<file path="config.mk">
export PLATFORM = sky130hd
export DESIGN_NAME = lpm_ctrl
export DESIGN_NICKNAME = d
export VERILOG_FILES = /design/src/rtl/lpm_pkg.sv /design/src/rtl/lpm_wake.sv /design/src/rtl/lpm_rstgen.sv /design/src/rtl/lpm_dec.sv /design/src/rtl/lpm_ctrl.sv
export SDC_FILE = /design/constraint.sdc
export NUM_CORES = 1
export LEC_CHECK = 0
export ABC_AREA = 1
export CAP_MARGIN = 20
export CORE_MARGIN = 1
export CORE_UTILIZATION = 25
export CTS_CLUSTER_SIZE = 24
export DETAILED_ROUTE_END_ITERATION = 8
export GPL_ROUTABILITY_DRIVEN = 0
export GPL_TIMING_DRIVEN = 1
export MAX_ROUTING_LAYER = met4
export PLACE_DENSITY = 0.71
export REMOVE_ABC_BUFFERS = 1
export SLEW_MARGIN = 20
export SYNTH_ARGS = -nofsm -noshare
export SYNTH_HDL_FRONTEND = slang
export SYNTH_HIERARCHICAL = 1
export SYNTH_SLANG_ARGS = --single-unit
</file>
<file path="constraint.sdc">
create_clock -name clk -period 1.7 [get_ports clk]
set_clock_uncertainty 0.15 [all_clocks]
set_input_delay 0.255 -clock clk [delete_from_list [all_inputs] [get_ports clk]]
set_output_delay 0.255 -clock clk [all_outputs]
set_load 0.1 [all_outputs]
</file>
<file path="src/rtl/lpm_pkg.sv">
package lpm_pkg;

    localparam int NBANK = 2;

    typedef enum logic [1:0] {
        M_RUN   = 2'b00,
        M_STBY  = 2'b01,
        M_SLEEP = 2'b10,
        M_DEEP  = 2'b11
    } pmode_e;

    typedef struct packed {
        pmode_e             mode;
        logic [NBANK-1:0]   keep;
    } lpm_state_t;

endpackage

</file>
<file path="src/rtl/lpm_wake.sv">
module lpm_wake #(
    parameter int NIRQ = 8
) (
    input  lpm_pkg::pmode_e  mode,
    input  logic [NIRQ-1:0]  irq_act,
    input  logic [NIRQ-1:0]  irq_en,
    input  logic             gpio_wake,
    input  logic             sysc_wake,
    input  logic             wake_pin_n,
    output logic             wake,
    output logic             lost_power
);
    import lpm_pkg::*;

    always_comb begin
        wake       = 1'b0;
        lost_power = 1'b0;
        case (mode)
            M_STBY:  wake = |(irq_act & irq_en);
            M_SLEEP: begin
                wake       = gpio_wake | sysc_wake;
                lost_power = 1'b1;
            end
            M_DEEP:  begin
                wake       = ~wake_pin_n;
                lost_power = 1'b1;
            end
            default: wake = 1'b0;
        endcase
    end

endmodule

</file>
<file path="src/rtl/lpm_rstgen.sv">
module lpm_rstgen #(
    parameter int RST_CYC = 4
) (
    input  logic clk,
    input  logic rst_n,
    input  logic start,
    output logic dom_rst
);
    localparam int CW = $clog2(RST_CYC + 1);

    logic [CW-1:0] cnt_d, cnt_q;

    always_comb begin
        cnt_d = cnt_q;
        if (start) begin
            cnt_d = CW'(RST_CYC);
        end else if (cnt_q != '0) begin
            cnt_d = cnt_q - 1'b1;
        end
    end

    always_ff @(posedge clk or negedge rst_n) begin
        if (!rst_n) begin
            cnt_q <= '0;
        end else begin
            cnt_q <= cnt_d;
        end
    end

    assign dom_rst = (cnt_q != '0);

endmodule

</file>
<file path="src/rtl/lpm_dec.sv">
module lpm_dec (
    input  lpm_pkg::pmode_e                 mode,
    input  logic [lpm_pkg::NBANK-1:0]       keep,
    output logic                            cpu_clk_en,
    output logic                            periph_clk_en,
    output logic                            aon_clk_en,
    output logic                            iram_pwr,
    output logic [lpm_pkg::NBANK-1:0]       xram_pwr,
    output logic                            scratch_pwr,
    output logic                            radio_off
);
    import lpm_pkg::*;

    logic is_run, is_stby, is_sleep, is_deep;

    always_comb begin
        is_run   = (mode == M_RUN);
        is_stby  = (mode == M_STBY);
        is_sleep = (mode == M_SLEEP);
        is_deep  = (mode == M_DEEP);
        cpu_clk_en    = is_run;
        periph_clk_en = is_run | is_stby;
        aon_clk_en    = ~is_deep;
        iram_pwr      = ~is_deep;
        scratch_pwr   = 1'b1;
        radio_off     = is_deep;
    end

    for (genvar b = 0; b < NBANK; b++) begin : g_bank
        assign xram_pwr[b] = is_run | is_stby | (is_sleep & keep[b]);
    end

endmodule

</file>
<file path="src/rtl/lpm_ctrl.sv">
module lpm_ctrl #(
    parameter int NIRQ    = 8,
    parameter int RST_CYC = 4
) (
    input  logic             clk,
    input  logic             rst_n,
    input  logic             wr_en,
    input  logic [1:0]       wr_mode,
    input  logic [1:0]       wr_keep,
    input  logic [NIRQ-1:0]  irq_act,
    input  logic [NIRQ-1:0]  irq_en,
    input  logic             gpio_wake,
    input  logic             sysc_wake,
    input  logic             wake_pin_n,
    output logic [1:0]       mode,
    output logic [1:0]       keep_bits,
    output logic             cpu_clk_en,
    output logic             periph_clk_en,
    output logic             aon_clk_en,
    output logic             iram_pwr,
    output logic [1:0]       xram_pwr,
    output logic             scratch_pwr,
    output logic             radio_off,
    output logic             dom_rst
);
    import lpm_pkg::*;

    lpm_state_t st_d, st_q;
    logic       wake, lost_power, wr_ok, rst_start;

    lpm_wake #(.NIRQ(NIRQ)) u_wake (
        .mode       (st_q.mode),
        .irq_act    (irq_act),
        .irq_en     (irq_en),
        .gpio_wake  (gpio_wake),
        .sysc_wake  (sysc_wake),
        .wake_pin_n (wake_pin_n),
        .wake       (wake),
        .lost_power (lost_power)
    );

    always_comb begin
        st_d      = st_q;
        wr_ok     = wr_en && (st_q.mode == M_RUN) && !dom_rst;
        rst_start = wake && lost_power;
        if (wake) begin
            st_d.mode = M_RUN;
            if (st_q.mode == M_DEEP) begin
                st_d.keep = '0;
            end
        end else if (wr_ok) begin
            st_d.mode = pmode_e'(wr_mode);
            st_d.keep = wr_keep;
        end
    end

    always_ff @(posedge clk or negedge rst_n) begin
        if (!rst_n) begin
            st_q <= '{mode: M_RUN, keep: '0};
        end else begin
            st_q <= st_d;
        end
    end

    lpm_rstgen #(.RST_CYC(RST_CYC)) u_rst (
        .clk     (clk),
        .rst_n   (rst_n),
        .start   (rst_start),
        .dom_rst (dom_rst)
    );

    lpm_dec u_dec (
        .mode          (st_q.mode),
        .keep          (st_q.keep),
        .cpu_clk_en    (cpu_clk_en),
        .periph_clk_en (periph_clk_en),
        .aon_clk_en    (aon_clk_en),
        .iram_pwr      (iram_pwr),
        .xram_pwr      (xram_pwr),
        .scratch_pwr   (scratch_pwr),
        .radio_off     (radio_off)
    );

    assign mode      = st_q.mode;
    assign keep_bits = st_q.keep;

endmodule

</file>
==> out/qor.tcl <==
set qor(run_status) {complete, no violations}
set qor(reg_to_reg_startpoint) {mode[0]}
set qor(r2r_slack_ns) 0.19
set qor(leakage_uw) 0.0005385
set qor(clock_tree.htree_level_count) 1
set qor(timing.hold.worst.class) {input pin to asynchronous set/reset pin}
set qor(crit_fanout) 4
set qor(finalSetupViolCount) 0
set qor(boundaryPins) 39
set qor(yosysWarningCount) 6
set qor(fin_util) 0.5563
set qor(row_count) 16
set qor(synth_async_sr_flop_share) 1.000
set qor(drtPass1Iterations) 3
set qor(global_route.peak_usage_layer) {met2}
set qor(cp-end-kind) {output pin}
set qor(grt_start_max_net_pins) 10
set qor(synth_enable_flop_cells) 0
set qor(max-cap-violations) 0
set qor(max-vdd-ir-drop_mv) 1.010
set qor(design.core.area_um2) 2002
set qor(initial_core_util) 0.2725
set qor(place.port_buffers) 37
set qor(timing.critical_path.arrival_ns) 1.23
set qor(setup_slack_ns) 0.06258
set qor(crit_path_start_kind) {register}
set qor(later_pin_clock_latency_in_the_skew_report_ns) 0.24
set qor(detailedPlace.worstSlack_ns) -0.03129
set qor(yosys_register_bits) 7
set qor(critPathLaunch) {u_rst/cnt_q[0]}
set qor(cts.sink_count) 7
set qor(nets) 150
set qor(fp.dieArea_um2) 2373
set qor(largest_cells_by_area_after_synthesis) {sky130_fd_sc_hd__dfrtp_1 32%, sky130_fd_sc_hd__nand2_1 19%, sky130_fd_sc_hd__inv_1 7.6%}
set qor(rsz0062_at_grt) {no}
set qor(post_drt_via_cell_ratio) 4.223
set qor(globalRouteMet3Util) 0.04088
set qor(rr_endpoint) {keep_bits[0]}
set qor(grt_pass1_wl_um) 2373
set qor(root_driver) {sky130_fd_sc_hd__clkbuf_4}
set qor(synth_flop_cell) {sky130_fd_sc_hd__dfrtp_1}
set qor(ys_seq_area_frac) 0.3211
set qor(synth_top_area_cell) {sky130_fd_sc_hd__dfrtp_1}
set qor(cts.clk_slew.worst_paths_ns) 0.05
set qor(fmax_mhz) 610.7
set qor(grtUsageMet2) 0.2315
set qor(cellPowerDensity_nw_per_um2) 1948
set qor(fp.dieH_um) 48.71
set qor(report.final.hold_viol_count) 0
set qor(yosys.area.top_type_share) 0.3211
set qor(syn-mean-instance-area_um2) 6.819
set qor(proportion_of_layout_cells_with_a_drive_suffix_above_1) 0.2562
set qor(area_growth_syn_to_layout_pct) 104.1
set qor(antenna_found_initial) 0
set qor(detail-route-antenna-nets) 0
set qor(total_inserted_antenna_cells) 0
set qor(period_utilisation_layout) 0.9632
set qor(drt_iter0_drc) 3
set qor(timing.reg2reg.worst_path_depth) 6
set qor(vias_in_the_first_global_route) 594
set qor(tritoncts) {done}
set qor(hold_ws_ns) 0.1183
set qor(synth.cell_area_um2) 545.5
set qor(finalWirelength_um) 1482
set qor(die_w_um) 48.71
set qor(via_count) 625
set qor(detailedPlacementHpwl_um) 1267
set qor(required_ns) 1.29
set qor(slew_violations) 0
set qor(synth_cell_type_count) 17
set qor(cts.path.max_buffers) 2
set qor(globalRouteMet1Util) 0.1291
set qor(final_critical_delay_including_setup_and_external_delays_ns) 1.637
set qor(grt_usage) 0.1303
set qor(postSynthCellCount) 80
set qor(numCtsBuffers) 3
set qor(critical_path_type) {register to output pin}
set qor(detail_route.wl_per_cell_um) 10.01
set qor(total_congestion_overflow) 0
set qor(drt_drc_violations_left) 0
[flip-flops by register name (all words and copies together) (netlist names)]
| signal | count |
|---|---|
| keep_bits | 2 |
| mode | 2 |
| u_rst/cnt_q | 3 |
[stage by stage]
stage	instances	setup TNS [ns]	instance area [um^2]	total power, uW
floorplan	77	-8.920	526.8	1375
global placement	144	0	1074	1967
detailed placement	144	-0.08611	1074	2004
CTS	148	0	1104	2164
global route	148	0	1114	2279
finish	148	0	1114	2169
[cell type report]
class | instances | area [um^2]
inverter | 14 | 52.55
multi-input combinational | 56 | 311.5
tap | 27 | 33.78
timing repair buffer | 40 | 513.0
clock buffer | 4 | 26.28
fill | 180 | 888.4
sequential | 7 | 176.4
[per-layer routing]
metal  part of all wire  vias to the layer above  routed length (um)
met5                  0                        -                   0
met2               0.49                       30                 724
li1                   -                      322                   -
met3               0.12                        0                 174
met4                  0                        0                   0
met1               0.39                      273                 583
[cell usage after synthesis, types with 2 or more instances]
cell                      instances
sky130_fd_sc_hd__nand2_1         28
sky130_fd_sc_hd__inv_1           11
sky130_fd_sc_hd__dfrtp_1          7
sky130_fd_sc_hd__nor2_1           7
sky130_fd_sc_hd__nand3_1          5
sky130_fd_sc_hd__nand4_1          4
sky130_fd_sc_hd__inv_2            3
sky130_fd_sc_hd__buf_4            2
sky130_fd_sc_hd__ha_1             2
sky130_fd_sc_hd__nand2_2          2
sky130_fd_sc_hd__nor2_4           2
sky130_fd_sc_hd__o21ai_2          2
[report_power, final]
part	switching, uW	internal [uW]
Combinational	1090	608
Clock	55.1	89.2
Sequential	84.6	246
[kinds of logic after synthesis]
family,after synthesis,share of synthesized area
simple gates,49,0.4289
compound gates,4,0.06652
fa+ha+maj,2,0.04586
flops,7,0.3211
other cells,1,0.006874
buf+inv,17,0.1307
[critical path, stage by stage, from the launching register on]
cell and delay, ns:
sky130_fd_sc_hd__dfrtp_1 0.37, sky130_fd_sc_hd__inv_1 0.14, sky130_fd_sc_hd__ha_4 0.18, sky130_fd_sc_hd__nand2_2 0.11, sky130_fd_sc_hd__buf_12 0.19
[worst max path at each step]
stage / to / slack (ns) / cells after the start
final: dom_rst / 0.06 / 4
after global routing: dom_rst / 0.001 / 4
after CTS: dom_rst / 0.02 / 4
after detailed placement: keep_bits[0] / -0.03 / 11
after global placement: keep_bits[0] / 0.02 / 11
after floorplan: radio_off / -1.44 / 2
[placed cells by master, fill, tap and decap left out]
| cell | instances |
|---|---|
| sky130_fd_sc_hd__a21boi_2 | 1 |
| sky130_fd_sc_hd__buf_12 | 12 |
| sky130_fd_sc_hd__buf_4 | 3 |
| sky130_fd_sc_hd__clkbuf_1 | 1 |
| sky130_fd_sc_hd__clkbuf_4 | 3 |
| sky130_fd_sc_hd__clkdlybuf4s50_1 | 25 |
| sky130_fd_sc_hd__conb_1 | 1 |
| sky130_fd_sc_hd__dfrtp_1 | 6 |
| sky130_fd_sc_hd__dfrtp_2 | 1 |
| sky130_fd_sc_hd__ha_1 | 1 |
| sky130_fd_sc_hd__ha_4 | 1 |
| sky130_fd_sc_hd__inv_1 | 11 |
| sky130_fd_sc_hd__inv_2 | 3 |
| sky130_fd_sc_hd__nand2_1 | 28 |
| sky130_fd_sc_hd__nand2_2 | 2 |
| sky130_fd_sc_hd__nand3_1 | 5 |
| sky130_fd_sc_hd__nand3_4 | 1 |
| sky130_fd_sc_hd__nand4_1 | 4 |
| sky130_fd_sc_hd__nor2_1 | 7 |
| sky130_fd_sc_hd__nor2_4 | 2 |
| sky130_fd_sc_hd__o21ai_2 | 2 |
| sky130_fd_sc_hd__o31ai_1 | 1 |
[timing repair]
item | CTS | global route
gates resized for setup | 2 | 1
hold buffers | 0 | 0
pin swaps | 0 | 0
setup endpoints to repair | 2 | 1
setup buffers | 0 | 0
Note: power is estimated with default switching activity, not from simulation.
